### src/rtl/wbuf_pkg.sv
package wbuf_pkg;

  parameter int NUM_STAGES  = 6;
  parameter int CNT_W       = 8;
  localparam int STAGE_IDX_W = $clog2(NUM_STAGES);
  localparam int DIFF_W      = CNT_W + 2;

  typedef enum logic [1:0] {
    KIND_NORMAL = 2'b00,
    KIND_STORE  = 2'b01,
    KIND_WIDE   = 2'b10,
    KIND_RSVD   = 2'b11
  } chk_kind_e;

  // Strobes handed from control to the stage datapath each cycle.
  typedef struct packed {
    logic [NUM_STAGES-1:0] allocOneHot;
    logic [CNT_W-1:0]      allocCount;
    logic                  drain;
    logic [CNT_W-1:0]      horizon;
  } wbuf_strobe_t;

  // Fixed per-stage distance: stage 0 sits at zero, later stages at k+1.
  function automatic logic [DIFF_W-1:0] stageOffset(input int k);
    return (k == 0) ? DIFF_W'(0) : DIFF_W'(k + 1);
  endfunction

endpackage

### src/rtl/wbuf_datapath.sv
module wbuf_datapath
  import wbuf_pkg::*;
(
  input  logic                  clk,
  input  logic                  rstN,
  input  wbuf_strobe_t          strb,
  output logic [NUM_STAGES-1:0] busyQ,
  output logic [NUM_STAGES-1:0] hitVec
);

  logic [CNT_W-1:0] cntQ [NUM_STAGES];
  logic signed [DIFF_W-1:0] horizonS;

  assign horizonS = $signed({2'b00, strb.horizon});

  for (genvar k = 0; k < NUM_STAGES; k++) begin : g_stage
    logic signed [DIFF_W-1:0] diffS;

    always_ff @(posedge clk) begin
      if (!rstN) begin
        busyQ[k] <= 1'b0;
        cntQ[k]  <= '0;
      end else if (strb.allocOneHot[k]) begin
        busyQ[k] <= 1'b1;
        cntQ[k]  <= strb.allocCount;
      end else if (busyQ[k] && strb.drain) begin
        cntQ[k]  <= cntQ[k] - 1'b1;
        if (cntQ[k] == CNT_W'(1)) busyQ[k] <= 1'b0;
      end
    end

    assign diffS     = $signed({2'b00, cntQ[k]}) - $signed(stageOffset(k));
    assign hitVec[k] = busyQ[k] && (diffS <= horizonS);


    alloc_sets_busy_chk: assert property (@(posedge clk) disable iff (!rstN)
      strb.allocOneHot[k] |=> busyQ[k] && cntQ[k] == $past(strb.allocCount));


    drain_decrements_chk: assert property (@(posedge clk) disable iff (!rstN)
      busyQ[k] && strb.drain && !strb.allocOneHot[k] && cntQ[k] > CNT_W'(1)
      |=> busyQ[k] && cntQ[k] == $past(cntQ[k]) - 1'b1);


    drain_retires_chk: assert property (@(posedge clk) disable iff (!rstN)
      busyQ[k] && strb.drain && !strb.allocOneHot[k] && cntQ[k] == CNT_W'(1)
      |=> !busyQ[k]);


    busy_untouched_chk: assert property (@(posedge clk) disable iff (!rstN)
      busyQ[k] && !strb.drain |=> busyQ[k] && $stable(cntQ[k]));
  end


  single_alloc_chk: assert property (@(posedge clk) disable iff (!rstN)
    $onehot0(strb.allocOneHot));

endmodule

### src/rtl/wbuf_ctrl.sv
module wbuf_ctrl
  import wbuf_pkg::*;
#(
  parameter int WIDE_HORIZON = 14,
  parameter int WB_STAGE     = 0
) (
  input  logic                   clk,
  input  logic                   rstN,
  input  logic                   chkValid,
  input  logic [1:0]             chkKind,
  input  logic [CNT_W-1:0]       chkHorizon,
  input  logic                   allocValid,
  input  logic [STAGE_IDX_W-1:0] allocStage,
  input  logic [CNT_W-1:0]       allocCount,
  input  logic                   drainTick,
  input  logic [NUM_STAGES-1:0]  busyQ,
  input  logic [NUM_STAGES-1:0]  hitVec,
  output wbuf_strobe_t           strb,
  output logic                   stall,
  output logic                   allocErr
);

  chk_kind_e kind;
  logic      stageInRange;
  logic      targetBusy;
  logic      storeBlock;

  assign kind         = chk_kind_e'(chkKind);
  assign stageInRange = (32'(allocStage) < NUM_STAGES);

  always_comb begin
    targetBusy = 1'b0;
    for (int k = 0; k < NUM_STAGES; k++)
      if (allocStage == STAGE_IDX_W'(k)) targetBusy = busyQ[k];
  end

  assign allocErr = allocValid &&
                    (!stageInRange || targetBusy || allocCount == '0);

  for (genvar k = 0; k < NUM_STAGES; k++) begin : g_dec
    assign strb.allocOneHot[k] = allocValid && !allocErr &&
                                 (allocStage == STAGE_IDX_W'(k));
  end

  assign strb.allocCount = allocCount;
  assign strb.drain      = drainTick;
  assign strb.horizon    = (kind == KIND_WIDE) ? CNT_W'(WIDE_HORIZON) : chkHorizon;

  assign storeBlock = (kind == KIND_STORE) && busyQ[WB_STAGE];
  assign stall      = chkValid && ((|hitVec) || storeBlock);


  idle_never_stalls_chk: assert property (@(posedge clk) disable iff (!rstN)
    stall |-> busyQ != '0);


  refused_no_strobe_chk: assert property (@(posedge clk) disable iff (!rstN)
    allocErr |-> strb.allocOneHot == '0);


  reset_idle_chk: assert property (@(posedge clk)
    $rose(rstN) |-> busyQ == '0);

endmodule

### src/rtl/wbuf_stall_check.sv
module wbuf_stall_check
  import wbuf_pkg::*;
#(
  parameter int WIDE_HORIZON = 14,
  parameter int WB_STAGE     = 0
) (
  input  logic                   clk,
  input  logic                   rstN,
  input  logic                   chkValid,
  input  logic [1:0]             chkKind,
  input  logic [CNT_W-1:0]       chkHorizon,
  input  logic                   allocValid,
  input  logic [STAGE_IDX_W-1:0] allocStage,
  input  logic [CNT_W-1:0]       allocCount,
  input  logic                   drainTick,
  output logic                   stall,
  output logic                   allocErr,
  output logic [NUM_STAGES-1:0]  busyVec
);

  wbuf_strobe_t          strb;
  logic [NUM_STAGES-1:0] hitVec;

  wbuf_ctrl #(
    .WIDE_HORIZON(WIDE_HORIZON),
    .WB_STAGE    (WB_STAGE)
  ) u_ctrl (
    .clk       (clk),
    .rstN      (rstN),
    .chkValid  (chkValid),
    .chkKind   (chkKind),
    .chkHorizon(chkHorizon),
    .allocValid(allocValid),
    .allocStage(allocStage),
    .allocCount(allocCount),
    .drainTick (drainTick),
    .busyQ     (busyVec),
    .hitVec    (hitVec),
    .strb      (strb),
    .stall     (stall),
    .allocErr  (allocErr)
  );

  wbuf_datapath u_dp (
    .clk   (clk),
    .rstN  (rstN),
    .strb  (strb),
    .busyQ (busyVec),
    .hitVec(hitVec)
  );

endmodule

### config.mk
export PLATFORM = sky130hd
export DESIGN_NAME = wbuf_stall_check
export DESIGN_NICKNAME = d
export VERILOG_FILES = /design/src/rtl/wbuf_pkg.sv /design/src/rtl/wbuf_datapath.sv /design/src/rtl/wbuf_ctrl.sv /design/src/rtl/wbuf_stall_check.sv
export SDC_FILE = /design/constraint.sdc
export NUM_CORES = 1
export LEC_CHECK = 0
export CAP_MARGIN = 10
export CORE_MARGIN = 2
export CORE_UTILIZATION = 50
export CTS_CLUSTER_SIZE = 16
export DETAILED_ROUTE_END_ITERATION = 10
export DONT_BUFFER_PORTS = 1
export PLACE_DENSITY = 0.7
export SYNTH_ARGS = -nofsm -noshare
export SYNTH_HDL_FRONTEND = slang
export SYNTH_SLANG_ARGS = --single-unit
### constraint.sdc
create_clock -name clk -period 3.8 [get_ports clk]
set_input_delay 0.57 -clock clk [delete_from_list [all_inputs] [get_ports clk]]
set_output_delay 0.57 -clock clk [all_outputs]
set_load 0.02 [all_outputs]
==> impl_metrics.env <==
export IMPL_crit_path_frequent_cell="nor2_1"
export IMPL_setup_viol=0
export IMPL_timing_fmax_mhz=276
export IMPL_via_per_inst=6.00
export IMPL_synth_area_per_cell_um2=9.44
export IMPL_layout_setup_ws_ns=0.177
export IMPL_ys_ff_latch=54
export IMPL_postCtsHoldBufs=0
export IMPL_cp_required_ns=3.23
export IMPL_crit_arrival_ns=3.05
export IMPL_synth_top_area_cell="edfxtp_1"
export IMPL_worst_pin_slew_ns=0.851
export IMPL_maxSlewViolCount=0
export IMPL_htreeDepth=2
export IMPL_stdcell_count=649
export IMPL_grt_pass1_wl_mm=19.4
export IMPL_dp_slack_ns=0.279
export IMPL_ys_flop_type="edfxtp_1"
export IMPL_max_stage_delay_ns=0.48
export IMPL_synthCells=508
export IMPL_antennaDiodeCount=0
export IMPL_gp_congestion=0.866
export IMPL_cts_buffers=5
export IMPL_first_pass_iters=5
export IMPL_cp_max_fo=5
export IMPL_holdWs_ns=0.386
export IMPL_clockBufferDepth=2
export IMPL_synth_edff_count=48
export IMPL_ant_nets=0
export IMPL_ir_drop_mv=0.185
export IMPL_clock_skew_ns=0.0142
export IMPL_power_density_mw_per_mm2=289
export IMPL_die_h_um=102
export IMPL_finalPower_mw=1.49
export IMPL_fillers=857
export IMPL_cts_tree="done"
export IMPL_numClockSinks=54
export IMPL_num_vias=3892
export IMPL_wire_per_inst_um=19.5
export IMPL_end_kind="output pin"
export IMPL_yosysMostFrequentCell="ha_1"
export IMPL_seq_area_frac_synth_pct=32.6
export IMPL_slew_headroom_pct=43.0
export IMPL_reg2reg_from="u_dp.busyQ[0]$_SDFFE_PN0P_"
export IMPL_fin_crit_sh_pct=95.4
export IMPL_synthTopCellsByCount="67 x ha_1, 61 x nand2_1, 48 x edfxtp_1, 32 x o2bb2ai_1, 32 x xor2_1"
export IMPL_drv_cap=0
export IMPL_startpoint="u_dp.cntQ[5][4]$_DFFE_PP_"
export IMPL_core_area_mm2=0.00928
export IMPL_layout_min_cycle_time_ns=3.62
export IMPL_portBuffers=0
export IMPL_rsz0062_at_grt="no"
export IMPL_fin_util_pct=55.6
export IMPL_hold_viol=0
export IMPL_placed_cell_area_mm2=0.00494
export IMPL_rows=35
export IMPL_synth_top_area_share_pct=30.1
export IMPL_gr_total_overflow=0
export IMPL_clkLatencyLatePin_ns=0.32
export IMPL_synth_fp_nets=601
export IMPL_nets=612
export IMPL_synth_async_sr_flop_share_pct=0
export IMPL_final_cell_area_mm2=0.00516
export IMPL_clockRootBuffer="clkbuf_8"
export IMPL_dp_cells=631
export IMPL_fin_tns_setup_ns=0
export IMPL_syn_area_mm2=0.00479
export IMPL_cp_cell_sequence="or3_1 -> or2_2 -> nor2_1 -> xor2_1 -> ha_1 -> nand2_1 -> nor2_1 -> a22o_1 -> o21ai_1 -> a41oi_2 -> buf_4"
export IMPL_drt_iter0_drc=271
export IMPL_cp_start_kind="flop"
export IMPL_drive_gt1_share_pct=7.69
export IMPL_path_class="flop to output pin"
export IMPL_grt_pass1_vias=3743
export IMPL_clk_pin_slew_ns=0.11
export IMPL_yosysUniqueCellTypes=57
export IMPL_grt_total_usage_pct=24.6
export IMPL_antenna_found_initial=0
export IMPL_grt_max_degree=18
export IMPL_hpwl_mm=9.15
export IMPL_worstHoldStart="rstN"
export IMPL_status="completed"
export IMPL_p_leak_nw=1.98
export IMPL_drc_errors=0
export IMPL_synth_area_leaders="edfxtp_1 30%, ha_1 17%, o2bb2ai_1 5.8%, xor2_1 5.8%, xnor2_1 5.1%"
export IMPL_initial_core_util_pct=51.6
export IMPL_chipWidth_um=102
export IMPL_hp_class="primary input to flop"
export IMPL_pin_count=34
export IMPL_crit_path_top_delay_cell="edfxtp_1"
export IMPL_yosys_warnings=0
export IMPL_area_delta_synth_final_pct=7.75
export IMPL_dieArea_mm2=0.0104
export IMPL_wl_mm=12.6
==> state kept, by name, indices dropped and copies added (netlist names) <==
register / count
u_dp.busyQ: 6
u_dp.cntQ: 48
==> per-layer routing <==
metal	routed length [um]	global-route usage [%]	share of wire [%]	vias up
met5	0	0	0	-
met4	330	9.03	2.6	0
met3	912	4.10	7.2	22
met2	5850	40.0	46	133
met1	5550	33.2	44	1837
li1	-	-	-	1900
==> critical path, delay by kind of cell (launching register included) <==
kind / cells / cell delay (ns)
compound gates: 3 / 0.59
xor+xnor: 1 / 0.19
fa+ha+maj: 1 / 0.27
buf+inv: 1 / 0.20
flops: 1 / 0.48
simple gates: 5 / 1.00
==> cell type report <==
class,instances,area (um^2),area share (%)
Clock buffer,5,68.8,1.33
Inverter,25,93.8,1.82
Clock inverter,3,43.8,0.848
Multi-Input combinational cell,417,3120,60.3
Sequential cell,54,1560,30.2
Timing Repair Buffer,16,120,2.33
Tap cell,129,161,3.13
==> logic make-up after synthesis <==
| logic type | count (synthesis) | share of synthesized area [%] |
|---|---|---|
| AO/OA/AOI/OAI | 122 | 18.0 |
| XOR/XNOR | 60 | 11.0 |
| buffers and inverters | 37 | 3.21 |
| multiplexers | 2 | 0.470 |
| adder cells (fa/ha/maj) | 67 | 17.5 |
| AND/OR/NAND/NOR | 166 | 17.3 |
| flip-flops | 54 | 32.6 |
==> timing repair <==
action                     4_1_cts  5_1_grt
hold endpoints to repair         0        0
setup endpoints to repair        1        1
buffers inserted                 3        7
resized for setup                2        7
pin swaps                        1        1
==> placed cells by master (no fill, tap or decap), types with 3 or more instances in the layout <==
master and instances:
nor4_2 3, nor4_1 6, clkbuf_8 5, nand2_1 61, ha_1 67, nor2b_1 7
nor2_1 28, o21ai_1 3, o211ai_1 7, nand4_1 8, a22o_1 3, nand3_1 8
nor3b_1 3, a21boi_0 3, edfxtp_1 48, xor2_1 32, xnor2_1 28, a21oi_1 21
buf_4 16, o2bb2ai_1 32, dfxtp_1 6, o21ai_0 25, nor3_1 16, inv_1 25
or3_1 3, a31o_1 3, nand2b_1 5, and2_1 3
==> power by group <==
part | switching (mW) | total (mW) | internal (mW) | leakage, nW
Sequential | 0.0427 | 0.718 | 0.676 | 0.548
Combinational | 0.210 | 0.373 | 0.163 | 1.38
Clock | 0.203 | 0.401 | 0.198 | 0.0585
Total | 0.456 | 1.49 | 1.04 | 1.98
==> final timing paths <==
kind         slack (ns)                    endpoint  cells past startpoint
max reg2reg        1.08   u_dp.cntQ[2][7]$_DFFE_PP_                      5
min                0.39  u_dp.busyQ[0]$_SDFFE_PN0P_                      1
min reg2reg        0.66   u_dp.cntQ[0][0]$_DFFE_PP_                      1
max                0.18                       stall                     11
No activity file was read; power rests on OpenSTA's default activity.
